===== config.mk =====
export PLATFORM = sky130hd
export DESIGN_NAME = serial_rtc_master
export DESIGN_NICKNAME = d
export VERILOG_FILES = /design/src/rtl/rtc3w_pkg.sv /design/src/rtl/rtc3w_halfcnt.sv /design/src/rtl/rtc3w_txshift.sv /design/src/rtl/rtc3w_rxshift.sv /design/src/rtl/serial_rtc_master.sv
export SDC_FILE = /design/constraint.sdc
export NUM_CORES = 1
export LEC_CHECK = 0
export BUFFER_PORTS_ARGS = -buffer_cell sky130_fd_sc_hd__buf_2
export CAP_MARGIN = 20
export CORE_MARGIN = 1.5
export CORE_UTILIZATION = 55
export CTS_CLUSTER_SIZE = 8
export DETAILED_ROUTE_END_ITERATION = 6
export GPL_TIMING_DRIVEN = 0
export PLACE_DENSITY = 0.8
export SKIP_LAST_GASP = 1
export SLEW_MARGIN = 20
export SYNTH_ARGS = -nofsm -noshare
export SYNTH_HDL_FRONTEND = slang
export SYNTH_SLANG_ARGS = --single-unit

===== constraint.sdc =====
create_clock -name clk -period 2.85 [get_ports clk]
set_input_delay 0.285 -clock clk [delete_from_list [all_inputs] [get_ports clk]]
set_output_delay 0.285 -clock clk [all_outputs]
set_load 0.01 [all_outputs]

===== src/rtl/rtc3w_pkg.sv =====
`timescale 1ns/1ps
package rtc3w_pkg;

  typedef enum logic [2:0] {
    ST_IDLE,
    ST_LEAD,
    ST_LOW,
    ST_HIGH,
    ST_TAIL,
    ST_DONE
  } rtc3w_state_e;

  // Direction bit of a command: 1 = read
  function automatic logic cmd_is_read(input logic cmd_lsb);
    return cmd_lsb;
  endfunction

  // Cycles from accepting edge to the done cycle: lead + 2 per bit + tail
  function automatic int unsigned xfer_len(input int unsigned half_cyc,
                                           input int unsigned frame_bits);
    return (2 * frame_bits + 2) * half_cyc;
  endfunction

  // Data line is released once the command part of a read has gone out
  function automatic logic line_released(input logic rd,
                                         input int unsigned idx,
                                         input int unsigned cmd_bits);
    return rd && (idx >= cmd_bits);
  endfunction

endpackage


===== src/rtl/rtc3w_halfcnt.sv =====
`timescale 1ns/1ps
module rtc3w_halfcnt #(
  parameter int unsigned HALF_CYC = 4
) (
  input  logic clk,
  input  logic rst_n,
  input  logic run,
  output logic tick
);
  localparam int unsigned CW = (HALF_CYC > 1) ? $clog2(HALF_CYC) : 1;

  logic [CW-1:0] cnt;

  assign tick = run && (cnt == CW'(HALF_CYC - 1));

  always_ff @(posedge clk or negedge rst_n) begin
    if (!rst_n)            cnt <= '0;
    else if (!run || tick) cnt <= '0;
    else                   cnt <= cnt + 1'b1;
  end
endmodule


===== src/rtl/rtc3w_txshift.sv =====
`timescale 1ns/1ps
module rtc3w_txshift #(
  parameter int unsigned BYTE_W = 8
) (
  input  logic              clk,
  input  logic              rst_n,
  input  logic              load,
  input  logic              shift,
  input  logic [BYTE_W-1:0] cmd,
  input  logic [BYTE_W-1:0] wdata,
  output logic              bit_out
);
  localparam int unsigned SW = 2 * BYTE_W;

  logic [SW-1:0] sr;

  always_ff @(posedge clk or negedge rst_n) begin
    if (!rst_n)     sr <= '0;
    else if (load)  sr <= {wdata, cmd};
    else if (shift) sr <= {1'b0, sr[SW-1:1]};
  end

  assign bit_out = sr[0];
endmodule


===== src/rtl/rtc3w_rxshift.sv =====
`timescale 1ns/1ps
module rtc3w_rxshift #(
  parameter int unsigned BYTE_W = 8
) (
  input  logic              clk,
  input  logic              rst_n,
  input  logic              sample,
  input  logic              din,
  output logic [BYTE_W-1:0] byte_q
);
  always_ff @(posedge clk or negedge rst_n) begin
    if (!rst_n)      byte_q <= '0;
    else if (sample) byte_q <= {din, byte_q[BYTE_W-1:1]};
  end
endmodule


===== src/rtl/serial_rtc_master.sv =====
`timescale 1ns/1ps
module serial_rtc_master
  import rtc3w_pkg::*;
#(
  parameter int unsigned BYTE_W   = 8,
  parameter int unsigned HALF_CYC = 4
) (
  input  logic              clk,
  input  logic              rst_n,
  input  logic              req_valid,
  input  logic [BYTE_W-1:0] req_cmd,
  input  logic [BYTE_W-1:0] req_wdata,
  output logic              busy,
  output logic              done,
  output logic [BYTE_W-1:0] rd_data,
  output logic              rtc_ce,
  output logic              rtc_sclk,
  output logic              rtc_sio_o,
  output logic              rtc_sio_oe,
  input  logic              rtc_sio_i
);
  localparam int unsigned CMD_BITS = BYTE_W;
  localparam int unsigned NBITS    = 2 * BYTE_W;
  localparam int unsigned IW       = $clog2(NBITS);

  rtc3w_state_e  state;
  logic [IW-1:0] bit_idx;
  logic          rd_q;

  // named internal events
  logic accept, tick, run, bit_last, shift_ev, sample_ev, released, tx_bit;

  assign accept   = req_valid && (state == ST_IDLE);
  assign run      = (state != ST_IDLE) && (state != ST_DONE);
  assign bit_last = (bit_idx == IW'(NBITS - 1));
  assign shift_ev = (state == ST_HIGH) && tick;
  assign released = line_released(rd_q, 32'(bit_idx), CMD_BITS) &&
                    ((state == ST_LOW) || (state == ST_HIGH) || (state == ST_TAIL));
  assign sample_ev = (state == ST_LOW) && tick &&
                     line_released(rd_q, 32'(bit_idx), CMD_BITS);

  rtc3w_halfcnt #(.HALF_CYC(HALF_CYC)) u_half (
    .clk(clk), .rst_n(rst_n), .run(run), .tick(tick)
  );

  rtc3w_txshift #(.BYTE_W(BYTE_W)) u_tx (
    .clk(clk), .rst_n(rst_n), .load(accept), .shift(shift_ev),
    .cmd(req_cmd), .wdata(req_wdata), .bit_out(tx_bit)
  );

  rtc3w_rxshift #(.BYTE_W(BYTE_W)) u_rx (
    .clk(clk), .rst_n(rst_n), .sample(sample_ev), .din(rtc_sio_i), .byte_q(rd_data)
  );

  always_ff @(posedge clk or negedge rst_n) begin
    if (!rst_n) begin
      state   <= ST_IDLE;
      bit_idx <= '0;
      rd_q    <= 1'b0;
    end else begin
      unique case (state)
        ST_IDLE: if (req_valid) begin
          state   <= ST_LEAD;
          bit_idx <= '0;
          rd_q    <= cmd_is_read(req_cmd[0]);
        end
        ST_LEAD: if (tick) state <= ST_LOW;
        ST_LOW:  if (tick) state <= ST_HIGH;
        ST_HIGH: if (tick) begin
          if (bit_last) state <= ST_TAIL;
          else begin
            state   <= ST_LOW;
            bit_idx <= bit_idx + 1'b1;
          end
        end
        ST_TAIL: if (tick) state <= ST_DONE;
        ST_DONE: state <= ST_IDLE;
        default: state <= ST_IDLE;
      endcase
    end
  end

  assign busy       = (state != ST_IDLE);
  assign done       = (state == ST_DONE);
  assign rtc_ce     = run;
  assign rtc_sclk   = (state == ST_HIGH);
  assign rtc_sio_oe = !released;
  assign rtc_sio_o  = ((state == ST_LOW) || (state == ST_HIGH)) && !released && tx_bit;

  // ---------------- assertions ----------------
  logic        sclk_q;
  int unsigned hi_len, pulse_cnt, since_acc;

  always_ff @(posedge clk or negedge rst_n) begin
    if (!rst_n) begin
      sclk_q    <= 1'b0;
      hi_len    <= 0;
      pulse_cnt <= 0;
      since_acc <= 0;
    end else begin
      sclk_q    <= rtc_sclk;
      hi_len    <= rtc_sclk ? hi_len + 1 : 0;
      if (!rtc_ce)                  pulse_cnt <= 0;
      else if (rtc_sclk && !sclk_q) pulse_cnt <= pulse_cnt + 1;
      if (accept)    since_acc <= 0;
      else if (busy) since_acc <= since_acc + 1;
    end
  end

  assert_idle_lines_R1: assert property (@(posedge clk) disable iff (!rst_n)
    !rtc_ce |-> (!rtc_sclk && !rtc_sio_o && rtc_sio_oe));

  assert_clk_inside_ce_R2: assert property (@(posedge clk) disable iff (!rst_n)
    $rose(rtc_ce) |-> !rtc_sclk);

  assert_stable_high_R4: assert property (@(posedge clk) disable iff (!rst_n)
    (rtc_sclk && $past(rtc_sclk)) |-> ($stable(rtc_sio_o) && $stable(rtc_sio_oe)));

  assert_pulse_count_R5: assert property (@(posedge clk) disable iff (!rst_n)
    $fell(rtc_ce) |-> (pulse_cnt == NBITS));

  assert_dir_held_R8: assert property (@(posedge clk) disable iff (!rst_n)
    (busy && $past(busy)) |-> $stable(rd_q));

  assert_done_single_R9: assert property (@(posedge clk) disable iff (!rst_n)
    done |=> (!done && !busy));

  assert_done_time_R9: assert property (@(posedge clk) disable iff (!rst_n)
    done |-> (since_acc == xfer_len(HALF_CYC, NBITS)));

  assert_high_len_R10: assert property (@(posedge clk) disable iff (!rst_n)
    $fell(rtc_sclk) |-> (hi_len == HALF_CYC));

endmodule


After elaboration in Yosys (flattened, before gate mapping)
Index checks and enable logic that the tools add are counted.

Output and inout bits: 14. Input bits: 20. Flip-flop bits (word level): 34.

Muxes and demuxes: 14. Order comparisons: 1. Add/subtract/negate cells: 2. Reductions and logical operators: 22. Eq/ne operators: 14.

Operator list (count): $mux 16 (2); $mux 3 (6); $pmux 3 s5 (1); $mux 4 (3); $logic_and 1x1->1 (10); $ne 2x2->1 const B (5); $pmux 4 s2 (1); $eq 3x2->1 const B (2); $eq 3x3->1 const B (2); $reduce_and 5->1 (1); $add 4x1->4 const B (1); $eq 4x4->1 const B (1); $ge 4x4->1 const B (1); $reduce_and 4->1 (1); $reduce_bool 2->1 (2); $eq 3x1->1 const B (1); $logic_not 3->1 (1); $logic_or 1x1->1 (3); $ne 3x3->1 const B (1); $reduce_bool 3->1 (1); $add 2x1->2 const B (1); $eq 2x2->1 const B (1); $logic_not 1->1 (2); $mux 2 (1); other kinds (2) (2).

Longest topological paths before layout
Depth after elaboration: 7. Gate-level depth with buffers: 7. Depth with buffers taken out: 4.

Hierarchy
From an unflattened synthesis, not the netlist that was laid out.

Cells, all modules: 146. Area total of the unflattened synthesis: 1696.6 sq um.

Modules (own cells, without submodules): rtc3w_txshift (times used 1, area each 742.0 sq um, cells an instance 69); serial_rtc_master (times used 1, area each 531.8 sq um, cells an instance 54); rtc3w_rxshift (times used 1, area each 331.6 sq um, cells an instance 17); rtc3w_halfcnt (times used 1, area each 91.3 sq um, cells an instance 6).

Worst setup path after synthesis
OpenSTA, ideal clock, no wires.

Path type: register -> register. Start point: register u_half.cnt[0]. End point: register u_rx.byte_q[7]. Library setup time: 0.125 ns. Data required time: 2.725 ns. Data arrival time: 1.460 ns. Setup slack: 1.265 ns. Buffers on the path: 1. Cell stages (with the launch flop): 6. Period minus slack after synthesis: 1.585 ns. Cell sequence: dfrtp_1 ha_1 clkbuf_1 nand4bb_1 nor2_2 mux2_2.

Word-level cells in the longest chain between the ends: 4.

Ends and longest elaborated chain: start: declaration (RTL line rtc3w_halfcnt.sv:12) `logic [CW-1:0] cnt;`; start signal: assignment (RTL line rtc3w_halfcnt.sv:19) `else cnt <= cnt + 1'b1;`; $eq 2x2->1 (RTL line rtc3w_halfcnt.sv:14) `assign tick = run && (cnt == CW'(HALF_CYC - 1));`; $logic_and 1x1->1 (RTL line rtc3w_halfcnt.sv:14); $logic_and 1x1->1 (2 in a row) (RTL line serial_rtc_master.sv:39) `assign sample_ev = (state == ST_LOW) && tick &&`; end signal: assignment (RTL line rtc3w_rxshift.sv:13) `else if (sample) byte_q <= {din, byte_q[BYTE_W-1:1]};`; end: declaration (RTL line rtc3w_rxshift.sv:9) `output logic [BYTE_W-1:0] byte_q`.

Every way passes these cells. A chain may end at the register's enable or synchronous reset.

Final worst setup path
Start point: register state[1]. End point: output rtc_sio_oe.

Word-level cells in the longest chain between the ends: 5. Elaborated cells between the ends (all ways): 7.

Ends and longest elaborated chain: start: declaration (RTL line serial_rtc_master.sv:26) `rtc3w_state_e state;`; start signal: assignment (RTL line serial_rtc_master.sv:57) `state <= ST_IDLE;`; start signal: assignment (RTL line serial_rtc_master.sv:63) `state <= ST_LEAD;`; start signal: assignment (RTL line serial_rtc_master.sv:67) `ST_LEAD: if (tick) state <= ST_LOW;`; $eq 3x2->1 (RTL line serial_rtc_master.sv:38) `((state == ST_LOW) || (state == ST_HIGH) || (state == ST_TAIL));`; $logic_or 1x1->1 (RTL line serial_rtc_master.sv:38); $logic_or 1x1->1 (*) (RTL line serial_rtc_master.sv:38); $logic_and 1x1->1 (*) (RTL line serial_rtc_master.sv:37) `assign released = line_released(rd_q, 32'(bit_idx), CMD_BITS) &&`; $logic_not 1->1 (*) (RTL line serial_rtc_master.sv:87) `assign rtc_sio_oe = !released;`; end: declaration (RTL line serial_rtc_master.sv:19) `output logic rtc_sio_oe,`.

Every way passes the cells marked *; elsewhere a longest branch is shown, timed or not.

==> flow_metrics.tcl <==
set metrics [dict create \
    layout-drive-gt1-share_pct 32.81 \
    dpl.hpwl_um 2280 \
    drv_cap 0 \
    period_minus_slack_ns 2.079 \
    nNetsFinal 214 \
    placed_area_um2 1874 \
    holdBufCountCts 0 \
    pin_count 34 \
    holdWs_ns -0.007695 \
    syn_area_um2 1670 \
    cts.clk_slew.worst_paths_ns 0.10 \
    path_cells "buf_2 > nor2b_1 > a21oi_1 > or2_2 > buf_2" \
    hold_viol 8 \
    dr_total_vias 1246 \
    final_common_cell "buf_2" \
    final_util_pct 68.38 \
    start_util_pct 59.04 \
    die_width_um 58.11 \
    post_cts_buffers 0 \
    ys_ff_latch 34 \
    grt_antenna_before_repair 0 \
    synth_cell_types 35 \
    critPathKind "reg2out" \
    gr-total-overflow 0 \
    cpMaxStageDelayCell "dfrtp_1" \
    synth_area_leaders "dfrtp_1 51%, mux2i_1 10%, mux2_2 6.1%" \
    core_area_um2 2829 \
    postCtsResizedCells 0 \
    end_kind "primary output" \
    wl_per_cell_um 13.83 \
    grt_use_total_pct 20.54 \
    portBuffers 33 \
    cts_sinks 34 \
    layout.cells.non_filler 223 \
    slowest_delay_ns 0.40 \
    dp_slack_ns 1.079 \
    combPwrFrac_pct 39.7 \
    die_area_um2 3377 \
    clockRootBuffer "clkbuf_4" \
    arrival_ns 1.79 \
    cp-start-kind "flip-flop" \
    synth_nets 174 \
    num_antenna_cells 0 \
    gp_congestion 0.8541 \
    status "complete, but fails checks" \
    slew_viol_final 0 \
    num_rows 19 \
    clockBufferDepth 2 \
    setup_violations 0 \
    fin_tns_setup_ns 0 \
    grt_pass1_wl_um 5175 \
    worst_slew_pin_slew_ns 0.7318 \
    first_iter_violations 59 \
    setup_ws_ns 0.7707 \
    finalClockSkew_ns 0.009606 \
    die_h_um 58.11 \
    grt_max_degree 35 \
    crit_top_cell "buf_2" \
    p_seq_share_pct 44.3 \
    first_global_vias 1207 \
    switching_share_pct 36.68 \
    hold_class "in2async" \
    violations "hold timing" \
    period_share_pct 72.96 \
    peakVddDrop_uv 565.1 \
    p_int_mw 1.089 \
    rsz0062_at_grt "false" \
    drc_errors 0 \
    vias_per_cell 5.587 \
    ant_nets 0 \
    dp.cells 215 \
    yosysWarnings 0 \
    cts_tree "done" \
    final_area_um2 1934 \
    areaGrowthSynthToFinish_pct 15.81 \
    first_pass_iters 6 \
    synth_area_per_cell_um2 11.06 \
    yosysTopAreaCell "dfrtp_1" \
    insertion_delay_ns 0.33 \
    worst_ep_required_time_ns 2.57 \
    path_max_fanout 10 \
    final_cell_mix "37 x buf_2, 34 x dfrtp_1, 18 x a21oi_1, 17 x mux2i_1, 16 x nor3_1" \
    syn_inst 151 \
    power.density_nw_per_um2 888.8 \
    p_switching_mw 0.6305 \
    p_leak_nw 0.8817 \
    slew_headroom_pct 51.21 \
    synth_top_area_share_pct 50.94 \
    maxClockFrequency_mhz 480.9 \
    routed_wl_um 3083 \
    clock_power_share_pct 16.0 \
    cts_made_buffers 5 \
    htree_levels 2 \
    synth-seq-area-share_pct 50.94 \
]
-- routing by layer --
layer,vias up,track usage (%),share of wire [%]
met2,29,33.28,49
met4,0,5.980,1.4
met5,-,0,0
met3,6,6.696,3.4
li1,620,-,-
met1,591,26.52,46
-- cell usage after synthesis --
library cell and instances:
nand2b_1 1, buf_4 3, a41oi_1 1, a2bb2oi_1 1, clkbuf_1 2, or2_2 2, mux2_2 9, buf_6 2
buf_2 4, o21ai_0 3, nand3_1 5, a311oi_1 1, inv_1 6, nand4bb_1 1, a31o_2 1, o22ai_1 1
a21o_1 1, mux2i_1 17, ha_1 3, nor2_2 1, nor4b_4 1, and3_1 2, and4b_1 1, a21oi_1 18
nor3_1 16, and2_1 1, or2_1 1, nor2b_1 1, nor3b_1 1, nand2_1 4, a22o_1 1, nor2_1 3
or3_1 1, dfrtp_1 34, a31oi_1 1
-- per-stage QoR --
| step | power (mW) | hold WS [ns] |
|---|---|---|
| final | 1.719 | -0.007695 |
| after detailed placement | 1.456 | 0.3918 |
| after floorplan | 1.268 | -0.01059 |
| after global routing | 1.859 | 0.05277 |
| after CTS | 1.730 | 0.02468 |
| after global placement | 1.410 | 0.3771 |
-- power groups by stage --
| stage | registers (mW) | logic (mW) | clock network [mW] |
|---|---|---|---|
| after CTS | 0.761 | 0.687 | 0.282 |
| after global placement | 0.759 | 0.651 | 0 |
| final | 0.762 | 0.682 | 0.275 |
| after floorplan | 0.747 | 0.521 | 0 |
| after detailed placement | 0.770 | 0.687 | 0 |
| after global routing | 0.783 | 0.774 | 0.302 |
-- cell families (layout without fill, tap and decap cells) --
family	Yosys count	after routing	synth area share, %
AND/OR/NAND/NOR	42	42	14.76
flip-flops	34	34	50.94
AO/OA/AOI/OAI	29	29	10.11
multiplexers	26	26	16.25
buffers and inverters	17	58	5.693
adder cells (fa/ha/maj)	3	3	2.247
-- final timing paths --
kind | startpoint | end | slack [ns] | cells past startpoint
max in group asynchronous | rst_n | u_tx.sr[2]$_DFFE_PN0P_ | 2.38 | 1
worst min-delay path | rst_n | bit_idx[0]$_DFFE_PN0P_ | -0.008 | 1
worst min register to register | u_half.cnt[0]$_DFF_PN0_ | u_half.cnt[0]$_DFF_PN0_ | 0.45 | 1
min in group clk | req_wdata[7] | u_tx.sr[15]$_DFFE_PN0P_ | 0.16 | 3
worst max-delay path | state[1]$_DFFE_PN0P_ | rtc_sio_oe | 0.77 | 5
worst max register to register | u_half.cnt[0]$_DFF_PN0_ | u_rx.byte_q[5]$_DFFE_PN0P_ | 1.07 | 5
-- sequential cells by signal (all words and copies together) (netlist names) --
name,count
u_tx.sr,16
u_rx.byte_q,8
bit_idx,4
state,3
u_half.cnt,2
rd_q,1
-- worst max-delay path, delay by kind of cell, from the launching register on --
family / cells / cell delay (ns)
AO/OA/AOI/OAI: 1 / 0.06
AND/OR/NAND/NOR: 2 / 0.65
flip-flops: 1 / 0.40
buffers and inverters: 2 / 0.35
-- final cells by class --
type	instances	area, um^2
Fill cell	241	894.6
Timing Repair Buffer	33	165.2
Tap cell	31	38.79
Buffer	11	72.57
Sequential cell	34	850.8
Clock buffer	7	55.05
Inverter	6	22.52
Multi-Input combinational cell	100	724.4
Clock inverter	1	5.005
No activity file was read; power rests on OpenSTA's default activity.
